`config.mk`:
```
export PLATFORM = sky130hd
export DESIGN_NAME = mclk_ratio_gen
export DESIGN_NICKNAME = d
export VERILOG_FILES = /design/src/rtl/mclk_pkg.sv /design/src/rtl/mclk_cfg_reg.sv /design/src/rtl/mclk_div_cnt.sv /design/src/rtl/mclk_out_ctl.sv /design/src/rtl/mclk_ratio_gen.sv
export SDC_FILE = /design/constraint.sdc
export NUM_CORES = 1
export LEC_CHECK = 0
export BUFFER_PORTS_ARGS = -buffer_cell sky130_fd_sc_hd__buf_2
export CAP_MARGIN = 5
export CORE_MARGIN = 5
export CORE_UTILIZATION = 51
export CTS_CLUSTER_DIAMETER = 60
export CTS_CLUSTER_SIZE = 10
export DETAILED_ROUTE_END_ITERATION = 6
export MAX_ROUTING_LAYER = met4
export PLACE_DENSITY_LB_ADDON = 0.3
export SLEW_MARGIN = 20
export SYNTH_ARGS = -nofsm -noshare
export SYNTH_HDL_FRONTEND = slang
export SYNTH_SLANG_ARGS = --single-unit
```
`constraint.sdc`:
```
create_clock -name clk_i -period 2.1 [get_ports clk_i]
set_input_delay 0.105 -clock clk_i [delete_from_list [all_inputs] [get_ports clk_i]]
set_output_delay 0.105 -clock clk_i [all_outputs]
set_load 0.02 [all_outputs]
```
`src/rtl/mclk_pkg.sv`:
```
package mclk_pkg;
  localparam int unsigned RATIO_W = 3;

  typedef struct packed {
    logic               base_sel;
    logic [RATIO_W-1:0] ratio;
  } mclk_cfg_t;

  function automatic logic cfg_illegal(mclk_cfg_t c, int unsigned max512, int unsigned max384);
    int unsigned lim;
    lim = c.base_sel ? max384 : max512;
    return (int'(c.ratio) > int'(lim));
  endfunction
endpackage

```
`src/rtl/mclk_cfg_reg.sv`:
```
module mclk_cfg_reg
  import mclk_pkg::*;
#(
  parameter int unsigned MAX_RATIO_512 = 4,
  parameter int unsigned MAX_RATIO_384 = 3
) (
  input  logic      clk_i,
  input  logic      rst_ni,
  input  logic      clr_i,
  input  logic      hold_i,
  input  logic      busy_i,
  input  logic      we_i,
  input  mclk_cfg_t cfg_i,
  output mclk_cfg_t cfg_o,
  output logic      err_o
);
  mclk_cfg_t cfg_q;

  always_ff @(posedge clk_i or negedge rst_ni) begin
    if (!rst_ni)                          cfg_q <= '0;
    else if (clr_i)                       cfg_q <= '0;
    else if (we_i && !hold_i && !busy_i)  cfg_q <= cfg_i;
  end

  assign cfg_o = cfg_q;
  assign err_o = cfg_illegal(cfg_q, MAX_RATIO_512, MAX_RATIO_384);
endmodule

```
`src/rtl/mclk_div_cnt.sv`:
```
module mclk_div_cnt #(
  parameter int unsigned CNT_W = 5
) (
  input  logic             clk_i,
  input  logic             rst_ni,
  input  logic             clr_i,
  input  logic             hold_i,
  input  logic             en_i,
  output logic [CNT_W-1:0] cnt_o,
  output logic [CNT_W-1:0] cnt_nxt_o
);
  logic [CNT_W-1:0] cnt_q;

  assign cnt_nxt_o = cnt_q + 1'b1;

  always_ff @(posedge clk_i or negedge rst_ni) begin
    if (!rst_ni)             cnt_q <= '0;
    else if (clr_i)          cnt_q <= '0;
    else if (!hold_i && en_i) cnt_q <= cnt_nxt_o;
  end

  assign cnt_o = cnt_q;
endmodule

```
`src/rtl/mclk_out_ctl.sv`:
```
module mclk_out_ctl
  import mclk_pkg::*;
#(
  parameter int unsigned CNT_W = 5
) (
  input  logic               clk_i,
  input  logic               rst_ni,
  input  logic               clr_i,
  input  logic               hold_i,
  input  logic               run_i,
  input  logic               cfg_err_i,
  input  logic [RATIO_W-1:0] ratio_i,
  input  logic [CNT_W-1:0]   cnt_i,
  input  logic [CNT_W-1:0]   cnt_nxt_i,
  output logic               en_o,
  output logic               stop_o,
  output logic               mclk_o
);
  logic en_q;
  logic cur_bit, nxt_bit;

  // tap selected by ratio code; codes beyond the counter read as 0
  always_comb begin
    cur_bit = 1'b0;
    nxt_bit = 1'b0;
    for (int i = 0; i < int'(CNT_W); i++) begin
      if (int'(ratio_i) == i) begin
        cur_bit = cnt_i[i];
        nxt_bit = cnt_nxt_i[i];
      end
    end
  end

  // stop only where the tap is (or is about to be) low: no runt high pulse
  assign stop_o = en_q && !hold_i && !run_i && !nxt_bit;

  always_ff @(posedge clk_i or negedge rst_ni) begin
    if (!rst_ni)                               en_q <= 1'b0;
    else if (clr_i)                            en_q <= 1'b0;
    else if (hold_i)                           en_q <= en_q;
    else if (!en_q && run_i && !cfg_err_i)     en_q <= 1'b1;
    else if (stop_o)                           en_q <= 1'b0;
  end

  assign en_o   = en_q;
  assign mclk_o = en_q & cur_bit;
endmodule

```
`src/rtl/mclk_ratio_gen.sv`:
```
module mclk_ratio_gen
  import mclk_pkg::*;
#(
  parameter int unsigned MAX_RATIO_512 = 4,
  parameter int unsigned MAX_RATIO_384 = 3
) (
  input  logic               clk_i,
  input  logic               rst_ni,
  input  logic               soft_rst_i,
  input  logic               gate_i,
  input  logic               cfg_we_i,
  input  logic               base_sel_i,
  input  logic [RATIO_W-1:0] ratio_i,
  input  logic               run_i,
  output logic               mclk_o,
  output logic               mclk_oe_o,
  output logic               busy_o,
  output logic               cfg_err_o
);
  localparam int unsigned MAX_RATIO = (MAX_RATIO_512 > MAX_RATIO_384) ? MAX_RATIO_512 : MAX_RATIO_384;
  localparam int unsigned CNT_W     = MAX_RATIO + 1;

  mclk_cfg_t        cfg_in, cfg_q;
  logic             cfg_err;
  logic             en, stop;
  logic [CNT_W-1:0] cnt, cnt_nxt;

  assign cfg_in = '{base_sel: base_sel_i, ratio: ratio_i};

  mclk_cfg_reg #(
    .MAX_RATIO_512(MAX_RATIO_512),
    .MAX_RATIO_384(MAX_RATIO_384)
  ) u_cfg (
    .clk_i  (clk_i),
    .rst_ni (rst_ni),
    .clr_i  (soft_rst_i),
    .hold_i (gate_i),
    .busy_i (en),
    .we_i   (cfg_we_i),
    .cfg_i  (cfg_in),
    .cfg_o  (cfg_q),
    .err_o  (cfg_err)
  );

  mclk_div_cnt #(.CNT_W(CNT_W)) u_cnt (
    .clk_i     (clk_i),
    .rst_ni    (rst_ni),
    .clr_i     (soft_rst_i | stop),
    .hold_i    (gate_i),
    .en_i      (en),
    .cnt_o     (cnt),
    .cnt_nxt_o (cnt_nxt)
  );

  mclk_out_ctl #(.CNT_W(CNT_W)) u_out (
    .clk_i     (clk_i),
    .rst_ni    (rst_ni),
    .clr_i     (soft_rst_i),
    .hold_i    (gate_i),
    .run_i     (run_i),
    .cfg_err_i (cfg_err),
    .ratio_i   (cfg_q.ratio),
    .cnt_i     (cnt),
    .cnt_nxt_i (cnt_nxt),
    .en_o      (en),
    .stop_o    (stop),
    .mclk_o    (mclk_o)
  );

  assign mclk_oe_o = en;
  assign busy_o    = en;
  assign cfg_err_o = cfg_err;
endmodule

```
==> flow_summary_export.csv <==
group,metric,value,unit
critical_path,worst_setup_path_start_kind,"register",
die,die_w,46.7,um
clock_tree,clock_edge_transition_at_the_registers_on_the_reported_setup_and_hold_paths,0.07,ns
critical_path,critPathCaptureType,"register",
timing,timing.slew.headroom,0.689,
min_path,hold_path.class,"input pin to register",
flow_run,cap_violations,0,
critical_path,cp_cell_sequence,"ha_1 > nor4bb_2 > or3_1 > a21oi_2 > a2bb2oi_4 > o22ai_2",
placement,numPortBuffers,13,
critical_path,path_max_fanout,6,
global_route,grt_antenna_before_repair,0,
synth,syn-num-nets,84,
timing,fin_worst_skew,0.00398,ns
timing,finalSetupTns,0,ns
critical_path,buffering_stage_count_on_the_worst_path_with_inverters_included,0,
drt,detail_route.wl_per_cell,13.5,um
synth,post_synth_mux_area_share,0.0765,
critical_path,cp_data_arrival_time,2.06,ns
die,floorplan.core_area,1280,um2
power_and_ir_drop,cellLeakagePower,0.371,nW
synth,xor_xnor_share_of_the_synthesized_area,0.0893,
drt,routed_wirelength,1360,um
synth,avg_inst_size_synth,9.81,um2
die,pin_count,14,
critical_path,timing.critical_path.to,"u_out.en_o",
die,floorplan.die.height,46.7,um
critical_path,critical_path_cell_count,6,
drt,via_per_inst,5.57,
drt,via_count,563,
timing,timing.final.hold_violations,0,
synth,synth_seq_area_share,0.364,
timing,max_clock_freq,522,MHz
drt,drc,0,
critical_path,cp-startpoint,"u_cnt.cnt_o[0]",
global_route,globalRouteOverflowTotal,0,
synth,synthCells,70,
cells_and_area,nets,101,
cells_and_area,num_antenna_cells,0,
clock_tree,postCtsSetupBuffers,0,
die,design.die.area,2180,um2
die,initial_utilization,0.535,
global_route,globalRouteTotalUtil,0.151,
clock_tree,cts-buffers-inserted,3,
synth,yosys.cell_types.count,25,
critical_path,crit_path_max_incr_delay,0.43,ns
power_and_ir_drop,sw_frac_of_total,0.311,
status,status,"completed",
clock_tree,cts-htree-levels,1,
critical_path,r2r_end,"u_out.en_o",
critical_path,rr_worst_depth,6,
clock_tree,cts_sinks,10,
synth,compound_gate_portion_of_the_synthesized_area,0.135,
clock_tree,clock_latency,0.26,ns
cells_and_area,final_cell_count_no_fill,101,
critical_path,critical_setup_path_kind,"register to register",
timing,period_share,0.912,
timing,final-setup-viol-count,0,
clock_tree,cts_tree,"built",
synth,syn-cell-area,687,um2
timing,layout_min_cycle_time,1.92,ns
timing,worst-slew-pin-transition,0.465,ns
power_and_ir_drop,power.density_cell_area,702,nW/um2
synth,postSynthRegisterBits,10,
synth,synthSimpleGateAreaFrac,0.208,
placement,dp_hpwl,1080,um
clock_tree,cts_resized,0,
placement,dp.cells,96,
placement,gp_congestion,0.750,
power_and_ir_drop,sequentialPowerShare,0.417,
synth,synth_fa_ha_area_frac,0.0729,
power_and_ir_drop,share_clk_of_total_power,0.303,
drt,route.antenna.remaining_nets,0,
critical_path,timing.critical_path.slowest_stage_cell,"sky130_fd_sc_hd__dfrtp_1",
drt,drt_iter0_drc,5,
synth,synth_top_family_by_area,"simple AND/OR/NAND/NOR gates",
clock_tree,cts_buffer_depth,2,
timing,count_of_final_max_slew_check_failures,0,
power_and_ir_drop,ir_drop,0.573,mV
critical_path,timing.reg2reg.setup_slack,0.18,ns
clock_tree,master_cell_of_the_clock_root_buffer,"sky130_fd_sc_hd__clkbuf_4",
global_route,pin_count_of_the_biggest_net_entering_global_routing,11,
critical_path,required_time_of_the_critical_path,2.24,ns
global_route,number_of_global_route_vias_before_repair,538,
timing,unrepaired_setup_endpoints_after_global_routing,"false",
power_and_ir_drop,switching_power,0.000174,W
die,placement_rows,13,
cells_and_area,drive_gt1_frac,0.279,
drt,drt_pass1_iterations,5,
critical_path,crit_family,"simple AND/OR/NAND/NOR gates",
cells_and_area,finalCoreUtilization,0.621,
power_and_ir_drop,share_comb_of_total_power,0.280,
cells_and_area,flow.area_growth_from_synthesis,16.2,%
power_and_ir_drop,p_int,0.000386,W
timing,hold-worst-slack,0.0729,ns
synth,ys_warn_count,0,
global_route,grt_pass1_wl,2250,um
critical_path,reg2reg_from,"u_cnt.cnt_o[0]",
flip-flops by register name (all words and copies together) (netlist names):
signal and flops:
u_cnt.cnt_o 5, u_cfg.cfg_o 4, u_out.en_o 1
timing repair:
item,in CTS,in global routing
endpoints found under the hold margin,10,0
setup endpoints to repair,0,0
hold buffers,1,0
metrics by stage:
| step | total power, W | setup WS [ns] | instance area (um2) |
|---|---|---|---|
| detailed placement | 0.000392 | 0.214 | 752 |
| CTS | 0.000562 | 0.201 | 798 |
| finish | 0.000561 | 0.185 | 798 |
| floorplan | 0.000355 | 0.300 | 687 |
| global route | 0.000597 | 0.122 | 798 |
| global placement | 0.000387 | 0.275 | 752 |
how the worst min path moves through the flow:
stage / cells past startpoint / from / to
after global placement: 1 / rst_ni / u_cfg.cfg_o[2]
after detailed placement: 1 / rst_ni / u_cfg.cfg_o[3]
final: 3 / base_sel_i / u_cfg.cfg_o[3]
after global routing: 3 / base_sel_i / u_cfg.cfg_o[3]
after CTS: 3 / base_sel_i / u_cfg.cfg_o[3]
after floorplan: 0 / rst_ni / u_cfg.cfg_o[0]
worst min-delay path, cell delays in order:
cell and delay [ns]:
sky130_fd_sc_hd__buf_2 0.07, sky130_fd_sc_hd__a21oi_1 0.05, sky130_fd_sc_hd__nor2_1 0.07
routing by layer:
layer | vias to the layer above | wire length (um) | track usage
met3 | 6 | 99 | 0.0234
li1 | 271 | - | -
met2 | 29 | 618 | 0.236
met5 | - | 0 | -
met4 | 0 | 24 | 0.0718
met1 | 257 | 622 | 0.190
power by group through the flow:
stage,clock network (W),logic (W),registers [W]
after global routing,0.000186,0.000173,0.000237
after global placement,0,0.000152,0.000236
after detailed placement,0,0.000155,0.000237
after floorplan,0,0.000117,0.000237
final,0.000170,0.000157,0.000234
after CTS,0.000171,0.000157,0.000233
cell families (layout without fill, tap and decap cells):
logic type / count (synthesis) / after routing
adders and majority gates: 4 / 4
xor gates and xnor gates: 7 / 7
DFF: 10 / 10
AOI/OAI and AO/OA: 11 / 11
muxes: 4 / 4
buffers and inverters: 7 / 23
and+or+nand+nor: 27 / 27
Yosys cell counts:
master                      count  share of area
sky130_fd_sc_hd__nand3_1        2          0.015
sky130_fd_sc_hd__nor3b_1        1          0.011
sky130_fd_sc_hd__nor3b_2        1          0.018
sky130_fd_sc_hd__a2bb2oi_4      1          0.038
sky130_fd_sc_hd__o22ai_1        1         0.0091
sky130_fd_sc_hd__nand2b_1       2          0.018
sky130_fd_sc_hd__xor2_1         3          0.038
sky130_fd_sc_hd__or4b_2         1          0.015
sky130_fd_sc_hd__mux2i_1        3          0.044
sky130_fd_sc_hd__nand2_1        2          0.011
sky130_fd_sc_hd__buf_4          1          0.011
sky130_fd_sc_hd__nor4bb_2       1          0.024
sky130_fd_sc_hd__ha_1           4          0.073
sky130_fd_sc_hd__dfrtp_1       10           0.36
sky130_fd_sc_hd__mux4_2         1          0.033
sky130_fd_sc_hd__a21oi_1        5          0.036
sky130_fd_sc_hd__nor2_1        16          0.087
sky130_fd_sc_hd__a21oi_2        1          0.013
sky130_fd_sc_hd__buf_6          1          0.016
sky130_fd_sc_hd__a31oi_1        1         0.0091
sky130_fd_sc_hd__or3_1          1         0.0091
sky130_fd_sc_hd__inv_1          5          0.027
sky130_fd_sc_hd__a21o_1         1          0.011
sky130_fd_sc_hd__o22ai_2        1          0.018
sky130_fd_sc_hd__xnor2_1        4          0.051
final cells by class:
type / instances / area [um2]
fill: 111 / 487
tap: 15 / 18.8
clock buffer: 4 / 36.3
timing repair buffer: 14 / 75.1
sequential: 10 / 250
inverter: 5 / 18.8
multi-input combinational: 53 / 399
cell usage in the layout (no fill, tap or decap):
master,count
sky130_fd_sc_hd__nor2_1,16
sky130_fd_sc_hd__buf_2,13
sky130_fd_sc_hd__dfrtp_1,10
sky130_fd_sc_hd__inv_1,5
sky130_fd_sc_hd__a21oi_1,5
sky130_fd_sc_hd__xnor2_1,4
sky130_fd_sc_hd__ha_1,4
sky130_fd_sc_hd__xor2_1,3
sky130_fd_sc_hd__mux2i_1,3
sky130_fd_sc_hd__clkbuf_4,3
sky130_fd_sc_hd__nand2b_1,2
sky130_fd_sc_hd__nand2_1,2
sky130_fd_sc_hd__nand3_1,2
sky130_fd_sc_hd__a21o_1,1
sky130_fd_sc_hd__a31oi_1,1
sky130_fd_sc_hd__mux4_2,1
sky130_fd_sc_hd__nor3b_1,1
sky130_fd_sc_hd__nor4bb_2,1
sky130_fd_sc_hd__or3_1,1
sky130_fd_sc_hd__a21oi_2,1
sky130_fd_sc_hd__o22ai_1,1
sky130_fd_sc_hd__a2bb2oi_4,1
sky130_fd_sc_hd__nor3b_2,1
sky130_fd_sc_hd__or4b_2,1
sky130_fd_sc_hd__o22ai_2,1
sky130_fd_sc_hd__clkbuf_8,1
sky130_fd_sc_hd__dlygate4sd3_1,1
Power figures use the tool's default switching activity.
